`src/rtl/exc_ent_pkg.sv`:
```
package exc_ent_pkg;
  localparam int ILVL_W  = 4;
  localparam int STAT_W  = ILVL_W + 2;
  localparam int ST_EXCM = ILVL_W;
  localparam int ST_UM   = ILVL_W + 1;

  typedef enum logic [1:0] {
    VEC_KERNEL = 2'd0,
    VEC_USER   = 2'd1,
    VEC_DOUBLE = 2'd2,
    VEC_DEBUG  = 2'd3
  } vec_e;
endpackage

```
`src/rtl/exc_decide.sv`:
```
module exc_decide
  import exc_ent_pkg::*;
#(
  parameter int DBG_LVL  = 6,
  parameter bit HAS_DEPC = 1'b1
) (
  input  logic              exc_req,
  input  logic              va_vld,
  input  logic              dbg_req,
  input  logic [ILVL_W-1:0] cur_ilvl,
  input  logic              st_wr_en,
  input  logic [STAT_W-1:0] st_wr_data,
  input  logic [STAT_W-1:0] status_q,
  output logic              take_any,
  output logic [1:0]        vec_nxt,
  output logic              status_en,
  output logic [STAT_W-1:0] status_nxt,
  output logic              epc1_en,
  output logic              depc_en,
  output logic              dbg_save_en,
  output logic              cause_en,
  output logic              va_en
);
  localparam logic [ILVL_W-1:0] DBG_LVL_V = ILVL_W'(DBG_LVL);

  logic dbg_ok, take_dbg, take_exc, in_excm;

  always_comb begin
    dbg_ok   = dbg_req && (cur_ilvl < DBG_LVL_V);
    take_dbg = dbg_ok;
    take_exc = exc_req && !dbg_ok;
    in_excm  = status_q[ST_EXCM];
    take_any = take_dbg || take_exc;

    vec_nxt     = VEC_KERNEL;
    status_en   = 1'b0;
    status_nxt  = status_q;
    epc1_en     = 1'b0;
    depc_en     = 1'b0;
    dbg_save_en = 1'b0;
    cause_en    = 1'b0;
    va_en       = 1'b0;

    if (take_dbg) begin
      vec_nxt     = VEC_DEBUG;
      dbg_save_en = 1'b1;
      status_en   = 1'b1;
      status_nxt  = {status_q[ST_UM], 1'b1, DBG_LVL_V};
    end else if (take_exc) begin
      cause_en   = 1'b1;
      va_en      = va_vld;
      status_en  = 1'b1;
      status_nxt = status_q | (STAT_W'(1) << ST_EXCM);
      if (in_excm) begin
        vec_nxt = VEC_DOUBLE;
        depc_en = HAS_DEPC;
        epc1_en = !HAS_DEPC;
      end else begin
        vec_nxt = status_q[ST_UM] ? VEC_USER : VEC_KERNEL;
        epc1_en = 1'b1;
      end
    end else if (st_wr_en) begin
      status_en  = 1'b1;
      status_nxt = st_wr_data;
    end
  end
endmodule

```
`src/rtl/exc_sr_bank.sv`:
```
module exc_sr_bank
  import exc_ent_pkg::*;
#(
  parameter int XLEN     = 32,
  parameter int CAUSE_W  = 6,
  parameter int DCAUSE_W = 6,
  parameter bit HAS_DEPC = 1'b1
) (
  input  logic                clk,
  input  logic                rst_n,
  input  logic [XLEN-1:0]     pc,
  input  logic [XLEN-1:0]     va,
  input  logic [CAUSE_W-1:0]  cause,
  input  logic [DCAUSE_W-1:0] dcause,
  input  logic                take_any,
  input  logic [1:0]          vec_nxt,
  input  logic                status_en,
  input  logic [STAT_W-1:0]   status_nxt,
  input  logic                epc1_en,
  input  logic                depc_en,
  input  logic                dbg_save_en,
  input  logic                cause_en,
  input  logic                va_en,
  output logic                redirect_q,
  output logic [1:0]          vec_q,
  output logic [STAT_W-1:0]   status_q,
  output logic [XLEN-1:0]     epc1_q,
  output logic [XLEN-1:0]     depc_q,
  output logic [XLEN-1:0]     dbg_epc_q,
  output logic [STAT_W-1:0]   dbg_eps_q,
  output logic [CAUSE_W-1:0]  cause_q,
  output logic [DCAUSE_W-1:0] dcause_q,
  output logic [XLEN-1:0]     va_q
);
  always_ff @(posedge clk or negedge rst_n) begin
    if (!rst_n) begin
      redirect_q <= 1'b0;
      vec_q      <= '0;
      status_q   <= '0;
    end else begin
      redirect_q <= take_any;
      if (take_any)  vec_q    <= vec_nxt;
      if (status_en) status_q <= status_nxt;
    end
  end

  always_ff @(posedge clk or negedge rst_n) begin
    if (!rst_n) begin
      epc1_q  <= '0;
      cause_q <= '0;
      va_q    <= '0;
    end else begin
      if (epc1_en)  epc1_q  <= pc;
      if (cause_en) cause_q <= cause;
      if (va_en)    va_q    <= va;
    end
  end

  always_ff @(posedge clk or negedge rst_n) begin
    if (!rst_n) begin
      dbg_epc_q <= '0;
      dbg_eps_q <= '0;
      dcause_q  <= '0;
    end else if (dbg_save_en) begin
      dbg_epc_q <= pc;
      dbg_eps_q <= status_q;
      dcause_q  <= dcause;
    end
  end

  generate
    if (HAS_DEPC) begin : g_depc
      always_ff @(posedge clk or negedge rst_n) begin
        if (!rst_n)       depc_q <= '0;
        else if (depc_en) depc_q <= pc;
      end
    end else begin : g_no_depc
      assign depc_q = '0;
    end
  endgenerate
endmodule

```
`src/rtl/exc_entry_ctrl.sv`:
```
module exc_entry_ctrl
  import exc_ent_pkg::*;
#(
  parameter int XLEN     = 32,
  parameter int CAUSE_W  = 6,
  parameter int DCAUSE_W = 6,
  parameter int DBG_LVL  = 6,
  parameter bit HAS_DEPC = 1'b1
) (
  input  logic                clk,
  input  logic                rst_n,
  input  logic                exc_req_i,
  input  logic [CAUSE_W-1:0]  exc_cause_i,
  input  logic [XLEN-1:0]     exc_pc_i,
  input  logic                exc_va_vld_i,
  input  logic [XLEN-1:0]     exc_va_i,
  input  logic                dbg_req_i,
  input  logic [DCAUSE_W-1:0] dbg_cause_i,
  input  logic [3:0]          cur_ilvl_i,
  input  logic                st_wr_en_i,
  input  logic [5:0]          st_wr_data_i,
  output logic                redirect_o,
  output logic [1:0]          vec_o,
  output logic [5:0]          status_o,
  output logic [XLEN-1:0]     epc1_o,
  output logic [XLEN-1:0]     depc_o,
  output logic [XLEN-1:0]     dbg_epc_o,
  output logic [5:0]          dbg_eps_o,
  output logic [CAUSE_W-1:0]  cause_o,
  output logic [DCAUSE_W-1:0] dbg_cause_o,
  output logic [XLEN-1:0]     vaddr_o
);
  logic              take_any, status_en, epc1_en, depc_en;
  logic              dbg_save_en, cause_en, va_en;
  logic [1:0]        vec_nxt;
  logic [STAT_W-1:0] status_nxt;

  exc_decide #(.DBG_LVL(DBG_LVL), .HAS_DEPC(HAS_DEPC)) u_decide (
    .exc_req     (exc_req_i),
    .va_vld      (exc_va_vld_i),
    .dbg_req     (dbg_req_i),
    .cur_ilvl    (cur_ilvl_i),
    .st_wr_en    (st_wr_en_i),
    .st_wr_data  (st_wr_data_i),
    .status_q    (status_o),
    .take_any    (take_any),
    .vec_nxt     (vec_nxt),
    .status_en   (status_en),
    .status_nxt  (status_nxt),
    .epc1_en     (epc1_en),
    .depc_en     (depc_en),
    .dbg_save_en (dbg_save_en),
    .cause_en    (cause_en),
    .va_en       (va_en)
  );

  exc_sr_bank #(
    .XLEN(XLEN), .CAUSE_W(CAUSE_W), .DCAUSE_W(DCAUSE_W), .HAS_DEPC(HAS_DEPC)
  ) u_bank (
    .clk         (clk),
    .rst_n       (rst_n),
    .pc          (exc_pc_i),
    .va          (exc_va_i),
    .cause       (exc_cause_i),
    .dcause      (dbg_cause_i),
    .take_any    (take_any),
    .vec_nxt     (vec_nxt),
    .status_en   (status_en),
    .status_nxt  (status_nxt),
    .epc1_en     (epc1_en),
    .depc_en     (depc_en),
    .dbg_save_en (dbg_save_en),
    .cause_en    (cause_en),
    .va_en       (va_en),
    .redirect_q  (redirect_o),
    .vec_q       (vec_o),
    .status_q    (status_o),
    .epc1_q      (epc1_o),
    .depc_q      (depc_o),
    .dbg_epc_q   (dbg_epc_o),
    .dbg_eps_q   (dbg_eps_o),
    .cause_q     (cause_o),
    .dcause_q    (dbg_cause_o),
    .va_q        (vaddr_o)
  );
endmodule

```
`config.mk`:
```
export PLATFORM = sky130hd
export DESIGN_NAME = exc_entry_ctrl
export DESIGN_NICKNAME = d
export VERILOG_FILES = /design/src/rtl/exc_ent_pkg.sv /design/src/rtl/exc_decide.sv /design/src/rtl/exc_sr_bank.sv /design/src/rtl/exc_entry_ctrl.sv
export SDC_FILE = /design/constraint.sdc
export NUM_CORES = 1
export LEC_CHECK = 0
export CAP_MARGIN = 20
export CORE_UTILIZATION = 38
export DETAILED_ROUTE_END_ITERATION = 12
export PLACE_DENSITY_LB_ADDON = 0.25
export SYNTH_ARGS = -nofsm -noshare
export SYNTH_HDL_FRONTEND = slang
export SYNTH_SLANG_ARGS = --single-unit
export TNS_END_PERCENT = 5
```
`constraint.sdc`:
```
create_clock -name clk -period 1.75 [get_ports clk]
set_clock_uncertainty 0.2 [all_clocks]
set_input_delay 0.175 -clock clk [delete_from_list [all_inputs] [get_ports clk]]
set_output_delay 0.175 -clock clk [all_outputs]
set_load 0.03 [all_outputs]
```
==> results of run 1 <==
-- layout make-up --
cell class / instances / share of cell area (%)
flip-flops and latches: 155 / 42.0
clock inverters: 12 / 1.34
repair buffers: 270 / 28.2
inverters: 1 / 0.0406
multi-input cells: 174 / 21.0
clock buffers: 20 / 4.83
well taps: 188 / 2.55
-- routing by layer --
layer	wire length [um]	global-route usage, %
met1	5880	21.2
met2	7850	34.2
met3	902	5.90
met4	260	7.73
met5	0	0
-- final timing paths --
kind | to | cells after the start
setup reg to reg | u_bank.epc1_q[8] | 5
hold / removal | u_bank.depc_q[24] | 3
max in group asynchronous | u_bank.dbg_epc_q[30] | 3
hold reg to reg | u_bank.va_q[7] | 1
setup / recovery | u_bank.epc1_q[8] | 5
min in group clk | u_bank.va_q[7] | 2
-- flip-flops by register name, summed over array words and instances (netlist names) --
signal             cells
u_bank.dbg_epc_q      32
u_bank.epc1_q         32
u_bank.va_q           32
u_bank.vec_q           2
u_bank.redirect_q      1
u_bank.dbg_eps_q       6
u_bank.cause_q         6
u_bank.status_q        6
u_bank.dcause_q        6
u_bank.depc_q         32
-- worst max-delay path, stage by stage (launching register included) --
cell       delay (ns)
dfrtp_2          0.41
and2b_1          0.21
a21boi_4         0.20
buf_12           0.15
clkbuf_16        0.16
mux2_4           0.30
-- stage by stage --
step | TNS [ns] | std cells | power, mW | setup slack [ns]
6_report | -0.00858 | 820 | 11.8 | -0.00386
5_1_grt | -1.21 | 820 | 12.3 | -0.0440
4_1_cts | -0.0966 | 815 | 11.9 | -0.0151
3_5_place_dp | -32.27 | 781 | 8.81 | -0.296
3_3_place_gp | -27.88 | 781 | 8.71 | -0.251
2_1_floorplan | -0.859 | 346 | 6.80 | -0.0400
-- timing repair --
action                                  CTS  global route
endpoints found under the setup margin  172            52
cloned                                    0             3
hold endpoints to repair                155             0
pin swaps                                 0             0
setup buffers                             0             2
hold buffers                              2             0
gates resized for setup                 155            24
-- logic make-up (layout without fill, tap and decap cells) --
kind of cell           Yosys count  after routing  synth area share (%)
DFF                            155            155                  66.2
muxes                          152            152                  29.1
buffers and inverters           17            303                  2.13
and+or+nand+nor                 15             15                  1.26
AOI/OAI and AO/OA                7              7                  1.34
-- placed cells by master, fill, tap and decap left out, drive strengths merged, types with 2 or more instances in the layout --
master,instances
dlygate4sd2,155
dfrtp,155
mux2,147
clkdlybuf4s50,89
clkbuf,22
buf,22
nand2,7
clkinv,6
mux2i,5
clkinvlp,4
nor2,3
a21oi,3
bufinv,2
dlygate4sd3,2
-- power by group --
group	internal (mW)	switching (mW)	total (mW)
Combinational	1.51	2.18	3.69
Clock	2.12	1.41	3.53
Sequential	4.27	0.346	4.62
==> impl_metrics.yaml, run 1 <==
final_layout:
  layout-drive-gt1-share_pct: 31.8
  layout.nets: 711
  multiInputGateArea_mm2: 0.00194
  final_core_util_pct: 61.0
  seqCellArea_mm2: 0.00388
  fin_area_mm2: 0.00924
  diodes: 0
  area_delta_synth_final_pct: 57.7
  fillerInstances: 1242
clock_network:
  htree_levels: 4
  clock_latency_ns: 0.41
  clk_pin_slew_worst_paths_ns: 0.06
  cts_root_buf: "clkbuf_16"
  cts_inserted_buffers: 17
  clockBufferDepth: 2
  cts.sinks: 155
  cts_tree: "done"
synthesis:
  synthFlopType: "dfrtp_1"
  netlist_area_mm2: 0.00586
  synth_edf_count: 0
  yosys-top-cells-area: "dfrtp_1 (66%), mux2_2 (27%), mux2_1 (1.2%)"
  synth_nets: 438
  synthTopCellsByCount: "dfrtp_1 (155), mux2_2 (141), buf_4 (7)"
  synthCells: 346
  syn_area_per_cell_um2: 16.9
  yosys.area.top_type_share_pct: 66.2
  yosys_register_bits: 155
  synthMostInstantiatedCell: "dfrtp_1"
  async_reset_ff_share_pct: 100
  synth.distinct_cells: 23
  synth_seq_area_share_pct: 66.2
  yosys_warnings: 0
  yosys.area.top_type: "dfrtp_1"
grt:
  grt_max_degree: 85
  grt_pass1_vias: 4283
  grt-ovfl-total: 0
  antenna_found_initial: 0
  grt_pass1_wl_mm: 23.2
  grt_use_total_pct: 19.2
die:
  core_mm2: 0.0151
  dieArea_mm2: 0.0159
  boundaryPins: 247
  start_util_pct: 38.7
  fp.dieH_um: 126
  fp-row-count: 45
  die_w_um: 126
timing:
  final.min_clock_period_ns: 1.75
  rsz0062_at_grt: "true"
  max_freq_mhz: 570
  report.final.slew_viol_count: 0
  setup-violations-final: 3
  slew_headroom_pct: 68.1
  post-route-period-util_pct: 100
  hold_ws_ns: 0.150
  finalHoldViolCount: 0
  tightest_slew_ns: 0.477
  layout_setup_ws_ns: -0.00386
worst_setup_path:
  crit_type: "flip-flop to flip-flop"
  worstPathMaxFanout: 7
  required_ns: 1.85
  crit_path_start_kind: "flip-flop"
  critPathCaptureType: "flip-flop"
  ff2ff_setup_slack_ns: -0.004
  critPathLaunch: "u_bank.status_q[4]"
  rr_startpoint: "u_bank.status_q[4]"
  crit_arrival_ns: 1.85
route:
  drtPass1Iterations: 4
  wl_mm: 14.9
  drcViolationCount: 0
  dr_total_vias: 3945
  wire_per_inst_um: 18.2
  vias_per_cell: 4.81
  antenna_left: 0
  drtIter0Drc: 129
pwr:
  p_per_area_mw_per_mm2: 1280
  p_leak_nw: 4.20
  irDropWorstVdd_uv: 582
placed_design:
  port_buffers: 245
  dp_hpwl_mm: 10.5
  place.gp.congestion: 0.740
  placed_area_mm2: 0.00867
job:
  maxCapViolations: 0
min_path:
  hp-class: "input port to asynchronous set/reset pin"
status:
  status: "finished with violations"
  violations: "setup timing"
Power figures use the tool's default switching activity.
==> run 2: changes to the inputs <==
CAP_MARGIN = default   (was 20)
==> results of run 2 <==
The final DEF is identical to that of run 1; final timing and power are the same.
==> run 3: changes to the inputs <==
SETUP_SLACK_MARGIN = 0.15   (was default)
==> impl_metrics.yaml, run 3 (synthesis gave the netlist of run 1 again) <==
final_layout:
  layout.nets: 714
  mostFrequentLayoutCells: "dfrtp_1 (154), dlygate4sd2_1 (128), mux2_2 (93)"
  final_common_cell: "dfrtp_1"
  area_delta_synth_final_pct: 61.0
  fillerInstances: 1199
  layout-drive-gt1-share_pct: 33.1
  diodes: 0
  instances_no_fill: 823
die:
  boundaryPins: 247
  die_w_um: 126
  fp.dieH_um: 126
  dieArea_mm2: 0.0159
  fp-row-count: 45
  start_util_pct: 38.7
  core_mm2: 0.0151
pwr:
  p_per_area_mw_per_mm2: 1270
  p_leak_nw: 4.32
  irDropWorstVdd_uv: 592
timing:
  rsz0062_at_grt: "true"
  slew_headroom_pct: 68.6
  tightest_slew_ns: 0.470
  setup-violations-final: 12
  layout_setup_ws_ns: -0.00739
  final.min_clock_period_ns: 1.76
  max_freq_mhz: 569
  fin_tns_setup_ns: -0.0343
  report.final.slew_viol_count: 0
  finalHoldViolCount: 0
  post-route-period-util_pct: 100
  hold_ws_ns: 0.152
status:
  violations: "setup timing"
  status: "finished with violations"
route:
  drtPass1Iterations: 4
  drcViolationCount: 0
  drtIter0Drc: 147
  vias_per_cell: 4.84
  wire_per_inst_um: 18.7
  antenna_left: 0
  wl_mm: 15.4
  dr_total_vias: 3987
worst_setup_path:
  critPathLaunch: "u_bank.status_q[4]"
  critical-path-top-delay-family: "flip-flops"
  crit_type: "flip-flop to flip-flop"
  crit_path_start_kind: "flip-flop"
  critical-path-slowest-cell: "dfrtp_2"
  crit_arrival_ns: 1.85
  r2r-end: "u_bank.epc1_q[8]"
  worst-path-buf-inv: 2
  required_ns: 1.85
  cp_cell_sequence: "and2b_1 > a21boi_4 > buf_12 > clkbuf_16 > mux2_4"
  worstPathMaxFanout: 7
  critPathCaptureType: "flip-flop"
  r2r_cells: 5
  critical_path.max_stage_delay_ns: 0.41
  ff2ff_setup_slack_ns: -0.007
  crit_cells: 5
  critPathCapture: "u_bank.epc1_q[8]"
  rr_startpoint: "u_bank.status_q[4]"
clock_network:
  clk_pin_slew_worst_paths_ns: 0.06
  clock_latency_ns: 0.41
  cts_root_buf: "clkbuf_16"
  cts.sinks: 155
  htree_levels: 4
  cts_inserted_buffers: 17
  clockBufferDepth: 2
  cts_tree: "done"
min_path:
  hp-class: "input port to asynchronous set/reset pin"
grt:
  grt_pass1_vias: 4302
  antenna_found_initial: 0
  grt_pass1_wl_mm: 23.5
  grt_use_total_pct: 19.4
  grt-ovfl-total: 0
  grt_max_degree: 85
placed_design:
  place.gp.congestion: 0.740
  dp_hpwl_mm: 10.5
  dp.cells: 781
  port_buffers: 245
job:
  maxCapViolations: 0
## run 3: cell types whose count changed in the layout (fill, tap and decap cells not counted)
cell	delta
mux2_1	-2
clkbuf_16	+1
dlygate4sd2_1	-27
mux2_4	+27
buf_12	+1
buf_6	+1
clkbuf_2	+3
buf_2	+1
mux2_2	-25
buf_8	+1
buf_16	+1
buf_4	-2
clkdlybuf4s15_1	+23
## run 3: worst register-to-register path: stages, from the launching register on
cell and delay, ns:
dfrtp_2 0.41, and2b_1 0.21, a21boi_4 0.20, buf_12 0.15, clkbuf_16 0.17, mux2_4 0.31
## run 3: what timing repair did
item                       CTS  global route
resized for setup          196            49
setup buffers                0             3
gates cloned                 0             5
hold endpoints to repair   155             0
setup endpoints to repair  219           115
hold buffers                 2             0
## run 3: worst min-delay path by stage
stage	endpoint	slack, ns
final	u_bank.epc1_q[1]	0.15
after global routing	u_bank.status_q[0]	0.16
after floorplan	u_bank.cause_q[0]	-0.32
after detailed placement	u_bank.depc_q[22]	-0.20
after CTS	u_bank.epc1_q[24]	0.15
after global placement	u_bank.depc_q[22]	-0.20
## run 3: area by class of cell
| class | instances | area, um^2 | area share, % |
|---|---|---|---|
| multi-input cells | 174 | 2050 | 21.7 |
| flip-flops and latches | 155 | 3880 | 41.1 |
| clock buffers | 20 | 447 | 4.73 |
| clock inverters | 12 | 124 | 1.31 |
| repair buffers | 273 | 2710 | 28.7 |
| inverters | 1 | 3.75 | 0.0398 |
| well taps | 188 | 235 | 2.49 |
## run 3: layer usage
| metal | vias to the layer above | track usage (%) | part of all wire [%] |
|---|---|---|---|
| met2 | 131 | 34.1 | 52 |
| met3 | 23 | 5.95 | 6.0 |
| li1 | 1771 | - | - |
| met4 | 0 | 8.29 | 2.0 |
| met5 | - | 0 | 0 |
| met1 | 2062 | 21.7 | 40 |
## run 3: report_power, final
| group | internal, mW | switching, mW | leakage, nW |
|---|---|---|---|
| clock | 2.12 | 1.41 | 0.272 |
| combinational | 1.62 | 2.21 | 2.23 |
| sequential | 4.28 | 0.359 | 1.82 |
## run 3: per-stage QoR
stage / total power, mW / cell area, um^2 / util (%) / setup WS [ns]
finish: 12.0 / 9440 / 62.3 / -0.00739
detailed placement: 8.81 / 8670 / 57.2 / -0.296
floorplan: 6.80 / 5860 / - / -0.0400
CTS: 11.9 / 9180 / 60.6 / -0.0151
global placement: 8.71 / 8670 / 57.2 / -0.251
global route: 12.5 / 9440 / 62.3 / -0.0452
